### src/rtl/cfs_pkg.sv
package cfs_pkg;
  typedef enum logic [1:0] {
    ST_IDLE  = 2'd0,
    ST_FADE  = 2'd1,
    ST_SLOT  = 2'd2,
    ST_SWEEP = 2'd3
  } seq_st_e;

  localparam logic [3:0] BLANK_CODE = 4'hF;
  localparam logic [1:0] MODE_SNAP  = 2'd0;
  localparam logic [1:0] MODE_SLOT  = 2'd2;
  localparam int         FADE_STEPS = 16;
endpackage

### src/rtl/cfs_pwm_timer.sv
module cfs_pwm_timer #(
  parameter int PWM_CYC = 128000,
  parameter int POS_W   = $clog2(PWM_CYC)
) (
  input  logic             clk_i,
  input  logic             rst_ni,
  input  logic             restart_i,
  output logic [POS_W-1:0] pos_o,
  output logic             tick_o
);
  localparam logic [POS_W-1:0] LAST = POS_W'(PWM_CYC - 1);

  logic [POS_W-1:0] pos_q;

  always_ff @(posedge clk_i or negedge rst_ni) begin
    if (!rst_ni)          pos_q <= '0;
    else if (restart_i)   pos_q <= '0;
    else if (pos_q == LAST) pos_q <= '0;
    else                  pos_q <= pos_q + POS_W'(1);
  end

  assign pos_o  = pos_q;
  assign tick_o = (pos_q == LAST);
endmodule

### src/rtl/cfs_seq.sv
module cfs_seq
  import cfs_pkg::*;
#(
  parameter int PWM_CYC = 128000,
  parameter int POS_W   = $clog2(PWM_CYC),
  parameter int LEN_W   = 8,
  parameter int DWELL_W = 8
) (
  input  logic               clk_i,
  input  logic               rst_ni,
  input  logic [3:0]         digit_i,
  input  logic [1:0]         mode_i,
  input  logic [LEN_W-1:0]   fade_len_i,
  input  logic [DWELL_W-1:0] dwell_i,
  input  logic               sweep_i,
  input  logic [POS_W-1:0]   pos_i,
  input  logic               tick_i,
  output logic               restart_o,
  output logic [3:0]         bcd_o,
  output logic               busy_o
);
  localparam int CNT_W = (LEN_W > DWELL_W) ? LEN_W : DWELL_W;
  localparam int SLICE = PWM_CYC / FADE_STEPS;

  seq_st_e      st_q;
  logic [3:0]   cur_q, to_q, req_q, step_q, idx_q;
  logic [CNT_W-1:0] cnt_q;

  logic blank_req, sweep_go, changed, take_now, start_tr, last_rep;
  logic [CNT_W:0] lim, cnt_nx;
  logic [3:0]   slot_nx;
  logic [31:0]  thr;

  assign blank_req = (digit_i > 4'd9);
  assign sweep_go  = !blank_req && sweep_i && (st_q != ST_SWEEP);
  assign changed   = !blank_req && !sweep_go && (digit_i != req_q) && (st_q != ST_SWEEP);
  assign take_now  = (cur_q == BLANK_CODE) || (digit_i == cur_q) || (mode_i == MODE_SNAP);
  assign start_tr  = changed && !take_now;
  assign restart_o = sweep_go || start_tr;

  // repeat limit per step; zero behaves as one
  assign lim     = (st_q == ST_SWEEP) ? (CNT_W+1)'(dwell_i) : (CNT_W+1)'(fade_len_i);
  assign cnt_nx  = {1'b0, cnt_q} + (CNT_W+1)'(1);
  assign last_rep = (cnt_nx >= lim);
  assign slot_nx = (cur_q == 4'd9) ? 4'd0 : cur_q + 4'd1;

  always_ff @(posedge clk_i or negedge rst_ni) begin
    if (!rst_ni) begin
      st_q   <= ST_IDLE;
      cur_q  <= BLANK_CODE;
      to_q   <= '0;
      req_q  <= BLANK_CODE;
      step_q <= '0;
      idx_q  <= '0;
      cnt_q  <= '0;
    end else begin
      req_q <= digit_i;
      if (blank_req) begin
        st_q  <= ST_IDLE;
        cur_q <= BLANK_CODE;
      end else if (sweep_go) begin
        st_q  <= ST_SWEEP;
        idx_q <= '0;
        cnt_q <= '0;
      end else if (changed) begin
        if (take_now) begin
          cur_q <= digit_i;
          st_q  <= ST_IDLE;
        end else begin
          st_q   <= (mode_i == MODE_SLOT) ? ST_SLOT : ST_FADE;
          to_q   <= digit_i;
          step_q <= '0;
          cnt_q  <= '0;
        end
      end else if (tick_i && st_q != ST_IDLE) begin
        if (!last_rep) begin
          cnt_q <= cnt_nx[CNT_W-1:0];
        end else begin
          cnt_q <= '0;
          unique case (st_q)
            ST_FADE: begin
              if (step_q == 4'(FADE_STEPS - 1)) begin
                cur_q <= to_q;
                st_q  <= ST_IDLE;
              end else begin
                step_q <= step_q + 4'd1;
              end
            end
            ST_SLOT: begin
              cur_q <= slot_nx;
              if (slot_nx == to_q) st_q <= ST_IDLE;
            end
            ST_SWEEP: begin
              if (idx_q == 4'd9) begin
                cur_q <= digit_i;
                st_q  <= ST_IDLE;
              end else begin
                idx_q <= idx_q + 4'd1;
              end
            end
            default: ;
          endcase
        end
      end
    end
  end

  assign thr = 32'(step_q) * 32'(SLICE);

  always_comb begin
    unique case (st_q)
      ST_FADE:  bcd_o = (32'(pos_i) < thr) ? to_q : cur_q;
      ST_SWEEP: bcd_o = idx_q;
      default:  bcd_o = cur_q;
    endcase
  end

  assign busy_o = (st_q != ST_IDLE);
endmodule

### src/rtl/cfs_cathode_dec.sv
module cfs_cathode_dec #(
  parameter int N_CATH = 10
) (
  input  logic [3:0]        bcd_i,
  output logic [N_CATH-1:0] onehot_o
);
  for (genvar i = 0; i < N_CATH; i++) begin : g_dec
    assign onehot_o[i] = (bcd_i == 4'(i));
  end
endmodule

### src/rtl/cathode_fade_seq.sv
module cathode_fade_seq #(
  parameter int PWM_CYC = 128000,
  parameter int LEN_W   = 8,
  parameter int DWELL_W = 8
) (
  input  logic               clk_i,
  input  logic               rst_ni,
  input  logic [3:0]         digit_i,
  input  logic [1:0]         mode_i,
  input  logic [LEN_W-1:0]   fade_len_i,
  input  logic [DWELL_W-1:0] dwell_i,
  input  logic               sweep_i,
  output logic [3:0]         bcd_o,
  output logic [9:0]         onehot_o,
  output logic               busy_o
);
  localparam int POS_W = $clog2(PWM_CYC);

  logic [POS_W-1:0] pos;
  logic             tick, restart;

  cfs_pwm_timer #(.PWM_CYC(PWM_CYC), .POS_W(POS_W)) u_timer (
    .clk_i    (clk_i),
    .rst_ni   (rst_ni),
    .restart_i(restart),
    .pos_o    (pos),
    .tick_o   (tick)
  );

  cfs_seq #(.PWM_CYC(PWM_CYC), .POS_W(POS_W), .LEN_W(LEN_W), .DWELL_W(DWELL_W)) u_seq (
    .clk_i     (clk_i),
    .rst_ni    (rst_ni),
    .digit_i   (digit_i),
    .mode_i    (mode_i),
    .fade_len_i(fade_len_i),
    .dwell_i   (dwell_i),
    .sweep_i   (sweep_i),
    .pos_i     (pos),
    .tick_i    (tick),
    .restart_o (restart),
    .bcd_o     (bcd_o),
    .busy_o    (busy_o)
  );

  cfs_cathode_dec #(.N_CATH(10)) u_dec (
    .bcd_i   (bcd_o),
    .onehot_o(onehot_o)
  );
endmodule

### config.mk
export PLATFORM = sky130hd
export DESIGN_NAME = cathode_fade_seq
export DESIGN_NICKNAME = d
export VERILOG_FILES = /design/src/rtl/cfs_pkg.sv /design/src/rtl/cfs_pwm_timer.sv /design/src/rtl/cfs_seq.sv /design/src/rtl/cfs_cathode_dec.sv /design/src/rtl/cathode_fade_seq.sv
export SDC_FILE = /design/constraint.sdc
export NUM_CORES = 1
export LEC_CHECK = 0
export BUFFER_PORTS_ARGS = -buffer_cell sky130_fd_sc_hd__buf_2
export CAP_MARGIN = 20
export CORE_MARGIN = 2
export CORE_UTILIZATION = 25
export DETAILED_ROUTE_END_ITERATION = 8
export PLACE_DENSITY = 0.46
export REMOVE_ABC_BUFFERS = 1
export SLEW_MARGIN = 20
export SYNTH_ARGS = -nofsm -noshare
export SYNTH_HDL_FRONTEND = slang
export SYNTH_HIERARCHICAL = 1
export SYNTH_SLANG_ARGS = --single-unit
### constraint.sdc
create_clock -name clk_i -period 5.3 [get_ports clk_i]
set_input_delay 1.325 -clock clk_i [delete_from_list [all_inputs] [get_ports clk_i]]
set_output_delay 1.325 -clock clk_i [all_outputs]
set_load 0.1 [all_outputs]
### Word level (Yosys, flattened, before mapping)

Cells that the tools add are included.

* bits in registers: 47
* input bits: 25
* word-level logic and storage cells: 132
* output and inout bits: 15

* magnitude comparators: 3
* reductions and logical operators: 35
* mux-type cells: 43
* $add $sub $neg: 5
* multiply operators: 1
* bitwise gates (word level): 3
* equality and inequality tests: 34

Operators with widths (number)
* 4-bit two-way mux: 22
* 8-bit two-way mux: 6
* 17-bit two-way mux: 2
* 4-bit equality test (second input constant): 6
* 2-bit two-way mux: 10
* 17-bit by 1-bit adder with 17-bit output (second input constant): 1
* 17-bit equality test (second input constant): 1
* 17-bit < comparator: 1
* 4-bit by 3-bit equality test with 1-bit output (second input constant): 4
* 7-bit AND reduction: 2
* 2-bit nonzero test: 7
* 4-bit by 1-bit adder with 4-bit output (second input constant): 3
* 4-bit case mux with 3 select lines: 1
* 6-bit AND reduction: 2
* 4-bit by 7-bit multiplier with 11-bit output (second input constant): 1
* 5-bit by 1-bit inequality test with 1-bit output (second input constant): 2
* 8-bit by 1-bit adder with 9-bit output (second input constant): 1
* 9-bit greater-or-equal comparator: 1
* 3-bit nonzero test: 3
* 4-bit by 2-bit equality test with 1-bit output (second input constant): 2
* 4-bit equality test: 2
* 2-bit by 1-bit inequality test with 1-bit output (second input constant): 4
* 4-bit case mux with 2 select lines: 1
* 4-bit nonzero test: 2
* 21 further kinds: 37

### Longest topological paths before layout

Gate-level depths: netlist (run 1).

* word-level depth: 11
* mapped depth: 18
* gate-level depth less buffers: 17

### By module

Netlist (run 1), hierarchy kept.

By module, submodules not included
* cfs_seq: times used 1, area an instance 3140.5 um^2, cells an instance 346, seq. area each 760.7 um^2
* cfs_pwm_timer: times used 1, area an instance 844.6 um^2, cells an instance 84, seq. area each 425.4 um^2
* cfs_cathode_dec: times used 1, area an instance 198.9 um^2, cells an instance 14, seq. area each 0.0 um^2

### Worst setup path after synthesis (run 1)

No wires, ideal clock.

* path kind: register to output
* start point: register u_seq.step_q[2]
* end point: output port onehot_o[8]
* buffers on the path: 1
* slack: -2.993 ns
* cell stages (with the launch flop): 15
* arrival: 6.968 ns
* path through: dfrtp_1 -> fa_1 -> fa_1 -> ha_1 -> a21o_1 -> a211oi_1 -> o21ai_0 -> a21oi_1 -> xor2_1 -> ha_1 -> o2111ai_1 -> o22ai_1 -> o211ai_1 -> buf_4 -> nor4b_2

* cells in the longest elaborated chain, start to end: 5

Ends and longest elaborated chain
* start: declaration: line cfs_seq.sv:26 `logic [3:0] cur_q, to_q, req_q, step_q, idx_q;`
* start signal: assignment: line cfs_seq.sv:86 `step_q <= step_q + 4'd1;`
* 4-bit by 7-bit multiplier with 11-bit output: line cfs_seq.sv:108 `assign thr = 32'(step_q) * 32'(SLICE);`
* 17-bit < comparator: line cfs_seq.sv:112 `ST_FADE: bcd_o = (32'(pos_i) < thr) ? to_q : cur_q;`
* 4-bit two-way mux: line cfs_seq.sv:112
* 4-bit case mux with 2 select lines: line cfs_seq.sv:111 `unique case (st_q)`
* net bcd_o[3]: line cathode_fade_seq.sv:13 `output logic [3:0] bcd_o,`
* 4-bit equality test: line cfs_cathode_dec.sv:8 `assign onehot_o[i] = (bcd_i == 4'(i));`
* end: declaration: line cathode_fade_seq.sv:14 `output logic [9:0] onehot_o,`

The timed path passes the listed nets, and every way through them passes these cells.

### Worst setup path after layout (run 1)

* start point: register u_seq.step_q[1]
* end point: output port onehot_o[0]

* cells in the longest elaborated chain, start to end: 5

Ends and longest elaborated chain (line)
* 4-bit by 7-bit multiplier with 11-bit output: cfs_seq.sv:108
* 17-bit < comparator: cfs_seq.sv:112
* 4-bit two-way mux: cfs_seq.sv:112
* 4-bit case mux with 2 select lines: cfs_seq.sv:111
* 4-bit zero test: cfs_cathode_dec.sv:8

No other way between the ends.

==> impl_metrics.py, run 1 <==
metrics = {
    "detailed_routing": {
        "wl_um": 10500,
        "drtPass1Iterations": 4,
        "vias": 3485,
        "initialDrtViolationCount": 244,
        "avgViaCountPerCell": 4.77,
        "ant_nets": 0,
        "avgRoutedWirePerCell_um": 14.3,
        "drc": 0,
    },
    "logic_synthesis": {
        "synth_edf_count": 0,
        "syn_avg_cell_area_um2": 9.42,
        "yosys_warnings": 6,
        "yosysUniqueCellTypes": 65,
        "syn-cell-area_um2": 4180,
        "ys_seq_area_frac": 0.283,
        "yosys_most_used_dff": "dfrtp_1",
        "postSynthCellCount": 444,
        "ys_ff_latch": 47,
        "async_flop_share": 1.00,
    },
    "grt": {
        "overflow": 0,
        "grt_pass1_wl_um": 17800,
        "antenna_found_initial": 0,
        "track_usage": 0.121,
        "grt_max_degree": 48,
        "first_global_vias": 3591,
    },
    "clock_network": {
        "clock-sinks": 47,
        "cts-hold-fix-buffers": 0,
        "clk_path_buf_depth": 2,
        "clock-root-buffer": "clkbuf_16",
        "htree_levels": 2,
        "numCtsBuffers": 5,
        "clkLatencyLatePin_ns": 0.29,
        "cts_tree": "built",
        "clk_pin_slew_ns": 0.07,
    },
    "worst_setup_path": {
        "critPathKind": "reg -> out",
        "cp-startpoint": "u_seq/step_q[1]",
        "crit_path_end_kind": "output port",
        "required_ns": 3.97,
        "timing.rr.start": "u_seq/cnt_q[0]",
        "r2r_slack_ns": 1.70,
        "crit_arrival_ns": 4.67,
        "cp_max_fo": 5,
        "start_kind": "flip-flop",
    },
    "min_path": {
        "hold_path.class": "reg -> reg",
        "min-delay-start": "u_timer/pos_o[0]",
    },
    "status": {
        "violations": "setup timing",
        "status": "finished with violations",
    },
    "placed_design": {
        "place_area_um2": 4930,
        "dp_hpwl_um": 7690,
        "place_inst": 710,
        "post-place-ws_ns": -0.596,
        "io_buffers": 39,
        "gp_congestion": 0.810,
    },
    "floorplanning": {
        "dieArea_um2": 17800,
        "io_pins": 40,
        "fp-row-count": 47,
        "fp.coreArea_um2": 16500,
        "die_h_um": 133,
        "die_x_um": 133,
        "start_util": 0.254,
    },
    "timing": {
        "slew_headroom": 0.472,
        "setup_viol": 14,
        "fin_crit_ns": 6.00,
        "finalClockSkew_ns": 0.00658,
        "hold_violations": 0,
        "worstMarginPinSlew_ns": 0.788,
        "fin_crit_sh": 1.13,
        "fmax_mhz": 167,
        "layout_setup_ws_ns": -0.698,
        "rsz0062_at_grt": "yes",
        "slew_violations": 0,
    },
    "pwr": {
        "power.total_mw": 2.38,
        "p_leak_nw": 2.40,
        "power_density_nw_per_um2": 435,
        "irDropWorstVdd_v": 0.000268,
    },
    "final_layout": {
        "finalNonFillerCells": 731,
        "area_delta_synth_final_pct": 30.7,
        "drive_gt1_frac": 0.270,
        "layout.nets": 584,
        "finalInstanceArea_um2": 5470,
        "num_antenna_cells": 0,
        "fillCellCount": 1687,
        "post-route-util": 0.332,
    },
    "run": {
        "cap_violations": 0,
    },
}
==> worst paths after layout <==
check / endpoint / cells past startpoint
max in group asynchronous: u_timer/pos_o[6] / 2
min in group asynchronous: u_seq/step_q[2] / 2
min reg2reg: u_timer/pos_o[0] / 1
max: onehot_o[0] / 19
min: u_timer/pos_o[0] / 1
max reg2reg: u_seq/cur_q[0] / 11
==> layer usage <==
metal / GRT usage / share of wire / up-vias
li1: - / - / 1744
met5: 0 / 0 / -
met2: 0.205 / 0.48 / 36
met4: 0.0278 / 0.011 / 0
met1: 0.164 / 0.49 / 1696
met3: 0.0183 / 0.021 / 9
==> state kept, by name, indices dropped and copies added, names as in the netlist <==
name / flops
u_seq/step_q: 4
u_seq/st_q: 2
u_seq/idx_q: 4
u_seq/cur_q: 4
u_timer/pos_o: 17
u_seq/req_q: 4
u_seq/cnt_q: 8
u_seq/to_q: 4
==> cell usage in the layout, fill, tap and decap left out, types with 16 or more instances in the layout <==
master / Yosys / layout
buf_2: 4 / 25
inv_1: 32 / 32
buf_4: 2 / 21
dfrtp_1: 39 / 37
o21ai_0: 20 / 18
buf_12: 0 / 17
a21oi_1: 19 / 16
xnor2_1: 23 / 22
nor2_1: 28 / 28
nand2_1: 27 / 27
ha_1: 42 / 39
==> report_power, final <==
group / internal, mW / switching, mW
Combinational: 0.614 / 0.811
Sequential: 0.420 / 0.111
Clock: 0.274 / 0.149
Total: 1.31 / 1.07
==> kinds of logic (layout without fill, tap and decap cells) <==
kind of cell	count (synthesis)	in the layout	synth area share
mux	22	22	0.0550
buf+inv	49	116	0.0559
compound gates	103	103	0.168
flops	47	47	0.283
xor+xnor	35	35	0.0733
fa+ha+maj	49	49	0.159
simple gates	139	139	0.205
==> final cells by class <==
type / count / area [um2] / share of cell area
clock buffer: 5 / 125 / 0.0229
clock inverter: 3 / 71.3 / 0.0130
inverter: 32 / 120 / 0.0220
multi-input combinational: 348 / 2910 / 0.533
sequential: 47 / 1190 / 0.217
tap: 220 / 275 / 0.0504
timing repair buffer: 76 / 773 / 0.141
==> per-stage QoR <==
stage               TNS (ns)  hold slack (ns)
floorplan             -33.86            0.469
global placement       -4.37            0.511
detailed placement     -6.64            0.525
CTS                    -8.05            0.535
global route          -11.96            0.556
finish                 -8.37            0.534
==> critical path, stage by stage (launching register included) <==
cell	delay, ns
dfrtp_2	0.43
buf_6	0.13
ha_4	0.23
fa_1	0.47
ha_1	0.30
a21o_1	0.16
a21o_1	0.21
a211oi_2	0.31
o21ai_2	0.09
a21oi_2	0.17
xor2_1	0.08
ha_1	0.31
o2111ai_2	0.13
o22ai_4	0.26
o211ai_1	0.13
buf_4	0.17
buf_8	0.14
buf_6	0.11
nor4_4	0.32
buf_12	0.22
==> timing repair <==
action                                 in CTS  in global routing
endpoints found under the hold margin       0                  0
gates resized for setup                    39                  8
pin swaps                                  19                 19
cloned                                      0                  1
buffers inserted                           13                  4
setup endpoints to repair                  14                 14
==> Yosys cell counts, drive strengths merged, types with 7 or more instances <==
cell type  count  share of area
nand4          7          0.012
mux2           8          0.022
nor2          29          0.027
dfstp          8          0.050
fa             7          0.033
dfrtp         39           0.23
xnor2         23          0.048
mux2i         14          0.033
a21o          10          0.018
o21ai         20          0.024
nor4           7          0.016
nand2b         8          0.012
nand2         27          0.024
xor2          12          0.025
nand3         15          0.019
buf           11          0.022
a21oi         19          0.023
inv           32          0.029
o211ai         9          0.016
ha            42           0.13
Power figures use the tool's default switching activity.
==> inputs of run 2 (changes only) <==
Settings changed: CORE_UTILIZATION 25 to 30, PLACE_DENSITY 0.46 to 0.52.
==> impl_metrics.py, run 2 (synthesized netlist as in run 1, its figures left out) <==
metrics = {
    "clock_network": {
        "numCtsBuffers": 5,
        "clock-root-buffer": "clkbuf_16",
        "clkLatencyLatePin_ns": 0.29,
        "clk_path_buf_depth": 2,
        "cts_tree": "built",
        "htree_levels": 2,
        "clock-sinks": 47,
        "clk_pin_slew_ns": 0.07,
    },
    "pwr": {
        "irDropWorstVdd_v": 0.000202,
        "power.total_mw": 2.30,
        "p_leak_nw": 2.38,
        "power_density_nw_per_um2": 428,
    },
    "floorplanning": {
        "fp.coreArea_um2": 13800,
        "dieArea_um2": 14900,
        "io_pins": 40,
        "start_util": 0.304,
        "die_h_um": 122,
        "fp-row-count": 43,
        "die_x_um": 122,
    },
    "final_layout": {
        "drive_gt1_frac": 0.265,
        "multi_input_area_um2": 2910,
        "fillCellCount": 1360,
        "largest_reg_flops": 17,
        "post-route-util": 0.390,
        "final_cell_mix": "ha_1, dfrtp_1, inv_1",
        "regArea_um2": 1190,
        "area_delta_synth_final_pct": 28.3,
        "layout.nets": 587,
        "num_antenna_cells": 0,
    },
    "min_path": {
        "min-delay-start": "u_timer/pos_o[0]",
        "holdPathEnd": "u_timer/pos_o[0]",
        "hold_path.class": "reg -> reg",
        "hold_depth": 1,
    },
    "worst_setup_path": {
        "crit_path_end_kind": "output port",
        "r2r_slack_ns": 1.73,
        "critPathKind": "reg -> out",
        "cp_slowest_cell": "fa_2",
        "crit_chain": "fa_2 > fa_1 > ha_4 > a21o_1 > buf_6 > xnor2_1 > ha_1 > and4_1 > o21ai_1 > o221a_2 > o22ai_4 > buf_6 > nand3_2 > o211ai_1 > buf_4 > nor4bb_4 > buf_12",
        "required_ns": 3.97,
        "cp_max_fo": 7,
        "cp_slowest_stage_delay_ns": 0.63,
        "r2r_cells": 11,
        "start_kind": "flip-flop",
        "crit_top_cell": "buf_6",
        "timing.rr.start": "u_seq/cnt_q[0]",
        "crit_arrival_ns": 4.59,
        "r2r_end": "u_seq/cur_q[1]",
    },
    "status": {
        "violations": "setup timing",
        "status": "finished with violations",
    },
    "grt": {
        "grt_max_degree": 48,
        "first_global_vias": 3623,
        "overflow": 0,
        "track_usage": 0.142,
        "grt_pass1_wl_um": 17200,
        "antenna_found_initial": 0,
    },
    "timing": {
        "rsz0062_at_grt": "yes",
        "slew_headroom": 0.467,
        "fin_crit_sh": 1.12,
        "setup_tns_ns": -6.86,
        "finalClockSkew_ns": 0.00767,
        "layout_setup_ws_ns": -0.612,
        "fmax_mhz": 169,
        "slew_violations": 0,
        "worstMarginPinSlew_ns": 0.796,
        "fin_crit_ns": 5.91,
        "hold_violations": 0,
        "setup_viol": 14,
        "holdWs_ns": 0.521,
    },
    "placed_design": {
        "io_buffers": 39,
        "post-place-ws_ns": -0.628,
        "gp_congestion": 0.839,
        "dp_hpwl_um": 7430,
    },
    "detailed_routing": {
        "wl_um": 10100,
        "initialDrtViolationCount": 225,
        "vias": 3504,
        "drc": 0,
        "avgRoutedWirePerCell_um": 14.5,
        "ant_nets": 0,
        "avgViaCountPerCell": 5.05,
        "drtPass1Iterations": 4,
    },
    "run": {
        "cap_violations": 0,
    },
}
## run 2: how the worst max path moves through the flow
stage / startpoint / end / slack (ns)
after CTS: u_seq/step_q[3] / onehot_o[1] / -0.59
after floorplan: u_seq/step_q[2] / onehot_o[8] / -3.39
final: u_seq/step_q[3] / onehot_o[5] / -0.61
after global placement: u_seq/step_q[1] / onehot_o[5] / -0.44
after detailed placement: u_seq/step_q[1] / onehot_o[1] / -0.63
after global routing: u_seq/step_q[1] / onehot_o[5] / -0.83
## run 2: cell type report
cell class | instances | area share
Clock buffer | 6 | 0.0259
Clock inverter | 2 | 0.00723
Inverter | 32 | 0.0224
Multi-Input combinational cell | 348 | 0.541
Sequential cell | 47 | 0.221
Tap cell | 180 | 0.0420
Timing Repair Buffer | 79 | 0.140
## run 2: worst max-delay path, delay by kind of cell, from the launching register on
| kind | cells | cell delay (ns) |
|---|---|---|
| simple gates | 3 | 0.60 |
| compound gates | 5 | 0.82 |
| fa+ha+maj | 4 | 1.64 |
| buf+inv | 4 | 0.68 |
| xor+xnor | 1 | 0.12 |
| flops | 1 | 0.43 |
## run 2: timing repair
| item | in CTS | in global routing |
|---|---|---|
| setup endpoints to repair | 14 | 14 |
| hold buffers | 0 | 0 |
| buffers inserted | 4 | 8 |
| pin swaps | 14 | 11 |
| cloned | 1 | 0 |
| resized for setup | 28 | 6 |
## run 2: power by group
part | internal [mW] | switching, mW
clock | 0.238 | 0.148
sequential | 0.420 | 0.115
combinational | 0.585 | 0.790
total | 1.24 | 1.05
## run 2: through the flow
step | cells | instance area [um2]
after CTS | 686 | 5270
after global placement | 673 | 4900
after detailed placement | 673 | 4900
final | 694 | 5370
after global routing | 694 | 5370
after floorplan | 427 | 4070
## run 2: routing by layer
metal	GRT usage	vias to the layer above	wire, um
li1	-	1750	-
met1	0.185	1695	4740
met2	0.245	51	4950
met3	0.0272	8	313
met4	0.0266	0	67
met5	0	-	0
